File: config.mk
export PLATFORM = sky130hd
export DESIGN_NAME = sermod_stop_ctrl
export DESIGN_NICKNAME = d
export VERILOG_FILES = /design/src/rtl/sermod_pkg.sv /design/src/rtl/sermod_regs.sv /design/src/rtl/sermod_halt.sv /design/src/rtl/sermod_qram.sv /design/src/rtl/sermod_stop_ctrl.sv
export SDC_FILE = /design/constraint.sdc
export NUM_CORES = 1
export LEC_CHECK = 0
export BUFFER_PORTS_ARGS = -buffer_cell sky130_fd_sc_hd__buf_2
export CORE_UTILIZATION = 50
export CTS_BUF_LIST = sky130_fd_sc_hd__clkbuf_8 sky130_fd_sc_hd__clkbuf_16
export DETAILED_ROUTE_END_ITERATION = 7
export GPL_TIMING_DRIVEN = 0
export PLACE_DENSITY = 0.74
export SLEW_MARGIN = 15
export SYNTH_ARGS = -nofsm -noshare
export SYNTH_HDL_FRONTEND = slang
export SYNTH_SLANG_ARGS = --single-unit
File: constraint.sdc
create_clock -name clk -period 2.95 [get_ports clk]
set_input_delay 0.4425 -clock clk [delete_from_list [all_inputs] [get_ports clk]]
set_output_delay 0.4425 -clock clk [all_outputs]
set_load 0.05 [all_outputs]
File: src/rtl/sermod_pkg.sv
package sermod_pkg;
  localparam int DATA_W    = 16;
  localparam int LVL_W     = 3;
  localparam int VEC_W     = 8;
  localparam int ARB_W     = 4;
  localparam int STOP_BIT  = 15;
  localparam int HALT_BIT  = 7;
  localparam int HACK_BIT  = 6;
  localparam logic [VEC_W-1:0] VEC_RESET = 8'h0F;

  typedef enum logic [1:0] {
    SEL_NONE = 2'd0,
    SEL_CFG  = 2'd1,
    SEL_INT  = 2'd2,
    SEL_RAM  = 2'd3
  } region_e;
endpackage

File: src/rtl/sermod_regs.sv
module sermod_regs
  import sermod_pkg::*;
(
  input  logic              clk,
  input  logic              rst_n,
  input  logic              cfg_we,
  input  logic              int_we,
  input  logic [1:0]        be,
  input  logic [DATA_W-1:0] wdata,
  input  logic              halt_ack_i,
  output logic              stop_o,
  output logic              halt_o,
  output logic [LVL_W-1:0]  lvl_o,
  output logic [VEC_W-1:0]  vec_o,
  output logic [DATA_W-1:0] cfg_word_o,
  output logic [DATA_W-1:0] int_word_o
);
  logic             stop_q, halt_q;
  logic [ARB_W-1:0] arb_q;
  logic [LVL_W-1:0] lvl_q;
  logic [VEC_W-1:0] vec_q;
  logic             unused_wbits;

  assign unused_wbits = ^wdata[14:11];

  always_ff @(posedge clk) begin
    if (!rst_n) begin
      stop_q <= 1'b1;
      halt_q <= 1'b0;
      arb_q  <= '0;
      lvl_q  <= '0;
      vec_q  <= VEC_RESET;
    end else begin
      if (cfg_we && be[1]) stop_q <= wdata[STOP_BIT];
      if (cfg_we && be[0]) begin
        halt_q <= wdata[HALT_BIT];
        arb_q  <= wdata[ARB_W-1:0];
      end
      if (int_we && be[1]) lvl_q <= wdata[8 +: LVL_W];
      if (int_we && be[0]) vec_q <= wdata[VEC_W-1:0];
    end
  end

  assign stop_o     = stop_q;
  assign halt_o     = halt_q;
  assign lvl_o      = lvl_q;
  assign vec_o      = vec_q;
  assign cfg_word_o = {stop_q, 7'b0, halt_q, halt_ack_i, 2'b0, arb_q};
  assign int_word_o = {{(8-LVL_W){1'b0}}, lvl_q, vec_q};

  // a byte-1 write of the stop bit lands on the next cycle
  assert_stop_write_R2: assert property (@(posedge clk) disable iff (!rst_n)
    (cfg_we && be[1]) |=> (stop_q == $past(wdata[STOP_BIT])));
endmodule

File: src/rtl/sermod_halt.sv
module sermod_halt (
  input  logic clk,
  input  logic rst_n,
  input  logic halt_i,
  input  logic spi_active,
  input  logic spi_entry_end,
  output logic halt_ack_o
);
  logic ack_q;

  always_ff @(posedge clk) begin
    if (!rst_n) ack_q <= 1'b0;
    else        ack_q <= halt_i && (ack_q || spi_entry_end || !spi_active);
  end

  assign halt_ack_o = ack_q;

  // acknowledge rises only at an entry boundary or when idle
  assert_ack_at_boundary_R8: assert property (@(posedge clk) disable iff (!rst_n)
    $rose(ack_q) |-> ($past(halt_i) && ($past(spi_entry_end) || !$past(spi_active))));
  // acknowledge drops once the request is gone
  assert_ack_clears_R9: assert property (@(posedge clk) disable iff (!rst_n)
    !halt_i |=> !ack_q);
endmodule

File: src/rtl/sermod_qram.sv
module sermod_qram
  import sermod_pkg::*;
#(
  parameter int RAM_AW = 4
) (
  input  logic              clk,
  input  logic              we,
  input  logic [1:0]        be,
  input  logic [RAM_AW-1:0] widx,
  input  logic [DATA_W-1:0] wdata,
  input  logic [RAM_AW-1:0] ridx_a,
  output logic [DATA_W-1:0] rdata_a,
  input  logic [RAM_AW-1:0] ridx_b,
  output logic [DATA_W-1:0] rdata_b
);
  localparam int DEPTH = 1 << RAM_AW;

  logic [DATA_W-1:0] mem [DEPTH];

  for (genvar b = 0; b < 2; b++) begin : g_lane
    always_ff @(posedge clk) begin
      if (we && be[b]) mem[widx][b*8 +: 8] <= wdata[b*8 +: 8];
    end
  end

  assign rdata_a = mem[ridx_a];
  assign rdata_b = mem[ridx_b];
endmodule

File: src/rtl/sermod_stop_ctrl.sv
module sermod_stop_ctrl
  import sermod_pkg::*;
#(
  parameter int ADDR_W = 5,
  parameter int RAM_AW = 4
) (
  input  logic              clk,
  input  logic              rst_n,
  input  logic              bus_sel,
  input  logic              bus_wr,
  input  logic [ADDR_W-1:0] bus_addr,
  input  logic [1:0]        bus_be,
  input  logic [15:0]       bus_wdata,
  output logic [15:0]       bus_rdata,
  output logic              bus_rvalid,
  output logic              sub_clk_en,
  output logic              spi_halt_req,
  input  logic              spi_active,
  input  logic              spi_entry_end,
  input  logic [RAM_AW-1:0] spi_ram_idx,
  output logic [15:0]       spi_ram_data,
  output logic [2:0]        irq_level,
  output logic [7:0]        irq_vector
);
  localparam logic [ADDR_W-1:0] ADDR_CFG = ADDR_W'(0);
  localparam logic [ADDR_W-1:0] ADDR_INT = ADDR_W'(1);

  region_e           region;
  logic              stop, halt, halt_ack;
  logic [DATA_W-1:0] cfg_word, int_word, ram_word, rd_mux;
  logic [DATA_W-1:0] rdata_q;
  logic              rvalid_q;

  always_comb begin
    if (bus_addr[ADDR_W-1])       region = SEL_RAM;
    else if (bus_addr == ADDR_CFG) region = SEL_CFG;
    else if (bus_addr == ADDR_INT) region = SEL_INT;
    else                           region = SEL_NONE;
  end

  sermod_regs u_regs (
    .clk(clk), .rst_n(rst_n),
    .cfg_we(bus_sel && bus_wr && region == SEL_CFG),
    .int_we(bus_sel && bus_wr && region == SEL_INT),
    .be(bus_be), .wdata(bus_wdata), .halt_ack_i(halt_ack),
    .stop_o(stop), .halt_o(halt), .lvl_o(irq_level), .vec_o(irq_vector),
    .cfg_word_o(cfg_word), .int_word_o(int_word)
  );

  sermod_halt u_halt (
    .clk(clk), .rst_n(rst_n), .halt_i(halt),
    .spi_active(spi_active), .spi_entry_end(spi_entry_end),
    .halt_ack_o(halt_ack)
  );

  sermod_qram #(.RAM_AW(RAM_AW)) u_qram (
    .clk(clk), .we(bus_sel && bus_wr && region == SEL_RAM), .be(bus_be),
    .widx(bus_addr[RAM_AW-1:0]), .wdata(bus_wdata),
    .ridx_a(bus_addr[RAM_AW-1:0]), .rdata_a(ram_word),
    .ridx_b(spi_ram_idx), .rdata_b(spi_ram_data)
  );

  always_comb begin
    unique case (region)
      SEL_CFG: rd_mux = cfg_word;
      SEL_INT: rd_mux = stop ? '0 : int_word;
      SEL_RAM: rd_mux = stop ? '0 : ram_word;
      default: rd_mux = '0;
    endcase
  end

  always_ff @(posedge clk) begin
    if (!rst_n) begin
      rvalid_q <= 1'b0;
      rdata_q  <= '0;
    end else begin
      rvalid_q <= bus_sel && !bus_wr;
      rdata_q  <= (bus_sel && !bus_wr) ? rd_mux : '0;
    end
  end

  assign bus_rdata    = rdata_q;
  assign bus_rvalid   = rvalid_q;
  assign sub_clk_en   = !stop;
  assign spi_halt_req = halt;

  // each read is answered on the following cycle
  assert_read_latency_R11: assert property (@(posedge clk) disable iff (!rst_n)
    (bus_sel && !bus_wr) |=> bus_rvalid);
  // reads away from the configuration word are masked while stopped
  assert_stop_masks_R4: assert property (@(posedge clk) disable iff (!rst_n)
    (bus_sel && !bus_wr && stop && bus_addr != ADDR_CFG) |=> (bus_rdata == 16'h0000));
  // enable follows the stop write one cycle later
  assert_clk_en_R2: assert property (@(posedge clk) disable iff (!rst_n)
    (bus_sel && bus_wr && bus_addr == ADDR_CFG && bus_be[1])
      |=> (sub_clk_en == !$past(bus_wdata[STOP_BIT])));
endmodule

* Word-level counts from Yosys, hierarchy flattened
Memories as Yosys holds them, arrays and structs flattened.
Cells that the tools add are included.
** Word-level totals
- Register bits after elaboration :: 35
- Logic and storage cells :: 42
- Memories :: 1
- Output and inout bits :: 46
- Bits of input ports :: 33
- RAM bits :: 256
** Memory list
- u_qram.mem :: depth 16, width 16, rd ports 2, clocked after Yosys merged registers in 0, write ports 1, RTL line sermod_qram.sv:18 : logic [DATA_W-1:0] mem [DEPTH];
** Cells by class
- Mux-type cells :: 10
- Reduce and logical (&&, ||, !) cells :: 19
- Equality and inequality tests :: 4
** Operators by type and width (count)
- $pmux W16 S3 :: 1
- $mux W16 :: 1
- $logic_and A1 B1 Y1 :: 12
- $mux W11 :: 1
- $mux W2 :: 3
- $eq A5 B1 Y1 const B :: 1
- $logic_not A5 Y1 :: 1
- $eq A2 B2 Y1 const B :: 2
- $mux W1 :: 4
- $logic_not A1 Y1 :: 3
- $eq A2 B1 Y1 const B :: 1
- $logic_or A1 B1 Y1 :: 2
- $reduce_and A2 Y1 :: 1

* Depth between registers and ports, before layout
- Word-level depth :: 9
- Gate-level depth with buffers :: 7
- Depth with buffers taken out :: 5

* By module
From an unflattened synthesis, not the netlist that was laid out.
** Unflattened totals
- Cells, all modules :: 778
- Area, all modules :: 13596.8 um^2
** By module, submodules not included
- sermod_qram :: area each 11810.1 um^2, cells each 583, times used 1, sequential area each 7687.4 um^2
- sermod_regs :: area each 898.4 um^2, cells each 106, times used 1, sequential area each 340.3 um^2
- sermod_stop_ctrl :: area each 855.8 um^2, cells each 85, times used 1, sequential area each 340.3 um^2
- sermod_halt :: area each 32.5 um^2, cells each 4, times used 1, sequential area each 20.0 um^2

* Worst setup path after synthesis
No wires, ideal clock.
- Path type :: input to output
- Start point :: in spi_ram_idx[0]
- End point :: out spi_ram_data[3]
- Path buffers :: 2
- Data required time :: 2508 ps
- Setup slack :: 592 ps
- Stages :: 4
- Data arrival time :: 1915 ps
- Path through :: buf_6 > buf_4 > mux4_2 > mux4_2
** Between the ends
- Longest elaborated chain between the ends :: 1
** RTL lines
- start: declaration :: RTL line sermod_stop_ctrl.sv:20 : input logic [RAM_AW-1:0] spi_ram_idx,
- $mem_v2 Z16 W16
- end: declaration :: RTL line sermod_stop_ctrl.sv:21 : output logic [15:0] spi_ram_data,
Every way passes these cells.

==> results.sh <==
export IMPL_fmax_mhz=363
export IMPL_cts_num_sinks=291
export IMPL_clk_pin_slew_ns=0.06
export IMPL_switching_share_pct=22.3
export IMPL_required_ns=2.51
export IMPL_synth_ff_type="edfxtp_1"
export IMPL_tns_ns=0
export IMPL_start_util_pct=50.9
export IMPL_syn_inst=687
export IMPL_syn_area_per_cell_um2=19.2
export IMPL_ant_nets=0
export IMPL_root_buffer="clkbuf_16"
export IMPL_layout_drive_gt1_share_pct=32.4
export IMPL_synth_area_leaders="edfxtp_1 58%, mux4_2 18%, dfxtp_1 5.3%"
export IMPL_synth_edf_count=256
export IMPL_ios=79
export IMPL_cts_buffer_depth=3
export IMPL_final_min_clock_period_ns=2.76
export IMPL_synthTopCellsByCount="256 x edfxtp_1, 105 x mux4_2, 62 x mux2i_1"
export IMPL_synthArstFlopShare_pct=0
export IMPL_setup_viol=0
export IMPL_setup_ws_ns=0.194
export IMPL_slowest_delay_ns=0.60
export IMPL_first_iter_violations=1218
export IMPL_p_sw_w=0.00199
export IMPL_worst_hold_slack_ns=0.0543
export IMPL_vias=7787
export IMPL_crit_path_max_fanout=2
export IMPL_irDropWorstVdd_v=0.000386
export IMPL_rsz0062_at_grt="no"
export IMPL_grt_use_total_pct=25.9
export IMPL_first_pass_iters=6
export IMPL_vias_per_cell=6.76
export IMPL_syn_cell_area_mm2=0.0132
export IMPL_slew_headroom_pct=28.8
export IMPL_rows=59
export IMPL_area_delta_synth_final_pct=13.5
export IMPL_die_w_um=165
export IMPL_postCtsSetupBuffers=0
export IMPL_ys_types=36
export IMPL_yosysWarnings=0
export IMPL_skew_ns=0.00943
export IMPL_startpoint_type="flop"
export IMPL_synth_top_area_share_pct=58.2
export IMPL_pwr_share_clk_pct=41.8
export IMPL_leakagePower_nw=5.13
export IMPL_grt_pass1_wl_um=49700
export IMPL_avgRoutedWirePerCell_um=29.8
export IMPL_yosysTopAreaCell="edfxtp_1"
export IMPL_htree_levels=1
export IMPL_synth_seq_area_share_pct=63.5
export IMPL_path_class="reg -> out"
export IMPL_crit_family="multiplexers"
export IMPL_cts_hold_buf=0
export IMPL_hpwlAfterDp_um=24100
export IMPL_portBuffers=74
export IMPL_min_path_type="in -> reg"
export IMPL_cpMaxStageDelayCell="mux4_4"
export IMPL_cp_num_buf_inv=1
export IMPL_die_h_um=165
export IMPL_intPower_w=0.00694
export IMPL_overflow=0
export IMPL_nNetsFinal=826
export IMPL_combPwrFrac_pct=7.8
export IMPL_yosysMostFrequentCell="edfxtp_1"
export IMPL_core_area_mm2=0.0260
export IMPL_cts_buffers_inserted=30
export IMPL_finalHoldViolations=0
export IMPL_p_seq_share_pct=50.3
export IMPL_drv_cap=0
export IMPL_critical_path_arrival_ns=2.31
export IMPL_ys_seq_elements=291
export IMPL_worstPathCellList="mux4_4 > mux4_2 > buf_2"
export IMPL_cts_tree="done"
export IMPL_fill_cells=1877
export IMPL_fin_crit_sh_pct=93.4
export IMPL_p_per_area_mw_per_mm2=595
export IMPL_fp_dieArea_mm2=0.0271
export IMPL_antenna_found_initial=2
export IMPL_drt_total_wl_um=34300
export IMPL_critPathCaptureType="output pin"
export IMPL_worst_pin_slew_ns=1.06
export IMPL_slew_violations=0
export IMPL_gp_congestion=0.886
export IMPL_pre_cts_ws_ns=-0.254
export IMPL_cts_resized=0
export IMPL_grt_pass1_vias=7786
export IMPL_grt_max_degree=19
export IMPL_worstSkewPairLatency_ns=0.56
export IMPL_finalPower_w=0.00893
export IMPL_route_detailed_drc=0
export IMPL_synthesis_nets=720
export IMPL_outcome="finished clean"
## cell usage in the layout, fill, tap and decap left out, types with 2 or more instances in the layout
cell,instances
nand2b_1,2
dfxtp_1,35
clkbuf_16,33
mux4_1,26
and3_1,2
nor2b_1,16
and2_1,2
nand4_1,7
mux4_2,105
mux2i_1,62
o22ai_1,4
clkbuf_8,4
clkinv_2,2
clkinv_1,4
nand2_1,25
nand3_1,9
inv_1,10
a22oi_1,12
o221ai_1,6
edfxtp_1,256
o211ai_1,5
buf_2,101
buf_6,5
nor2_1,40
buf_4,6
clkbuf_1,10
and4_1,5
diode_2,2
a32oi_1,5
## power by group through the flow
stage	Clock, W	Sequential, W	Combinational (W)
3_3_place_gp	0	0.00458	0.000671
2_1_floorplan	0	0.00459	0.000452
5_1_grt	0.00391	0.00449	0.000723
6_report	0.00374	0.00450	0.000697
4_1_cts	0.00375	0.00450	0.000691
3_5_place_dp	0	0.00458	0.000687
## cell families (layout without fill, tap and decap cells)
family | Yosys count | after routing | synth area share [%]
buffers and inverters | 53 | 181 | 2.34
AOI/OAI and AO/OA | 35 | 35 | 2.04
other | 0 | 2 | 0
DFF | 291 | 291 | 63.5
muxes | 194 | 194 | 27.9
and+or+nand+nor | 114 | 114 | 4.22
## registers in the layout, indices dropped and copies added (netlist names)
register,flops
u_regs.halt_o,1
bus_rvalid,1
u_regs.stop_o,1
bus_rdata,16
u_halt.halt_ack_o,1
u_regs.lvl_o,3
u_regs.arb_q,4
u_qram.mem,256
u_regs.vec_o,8
## per-layer routing
| metal | up-vias | wire length, um | GRT usage (%) |
|---|---|---|---|
| met5 | - | 0 | 0 |
| met4 | 0 | 762 | 7.42 |
| met3 | 66 | 4390 | 5.68 |
| met2 | 568 | 16300 | 40.9 |
| met1 | 4020 | 12800 | 36.6 |
| li1 | 3133 | - | - |
## through the flow
step	std cells	utilization (%)	cell area [um2]
floorplan	687	-	13200
detailed placement	1096	53.9	14000
global route	1151	57.7	15000
CTS	1150	57.7	15000
global placement	1096	53.9	14000
finish	1152	57.8	15000
## layout make-up
cell class | instances | area (um2) | share of cell area [%]
clock buffer | 37 | 881 | 5.87
tap | 335 | 419 | 2.79
clock inverter | 17 | 108 | 0.717
timing repair buffer | 74 | 370 | 2.47
antenna | 2 | 5.00 | 0.0333
inverter | 3 | 11.3 | 0.0750
multi-input combinational | 343 | 4530 | 30.2
sequential | 291 | 8390 | 55.9
buffer | 50 | 298 | 1.98
## final timing paths
path / startpoint / slack (ns) / endpoint / cells past startpoint
setup / recovery: u_qram.mem[4][15] / 0.19 / spi_ram_data[15] / 3
setup reg to reg: u_regs.stop_o / 0.97 / bus_rdata[4] / 5
hold reg to reg: u_regs.halt_o / 0.49 / u_halt.halt_ack_o / 2
hold / removal: spi_active / 0.05 / u_halt.halt_ack_o / 2
(Power assumes the default switching activity.)
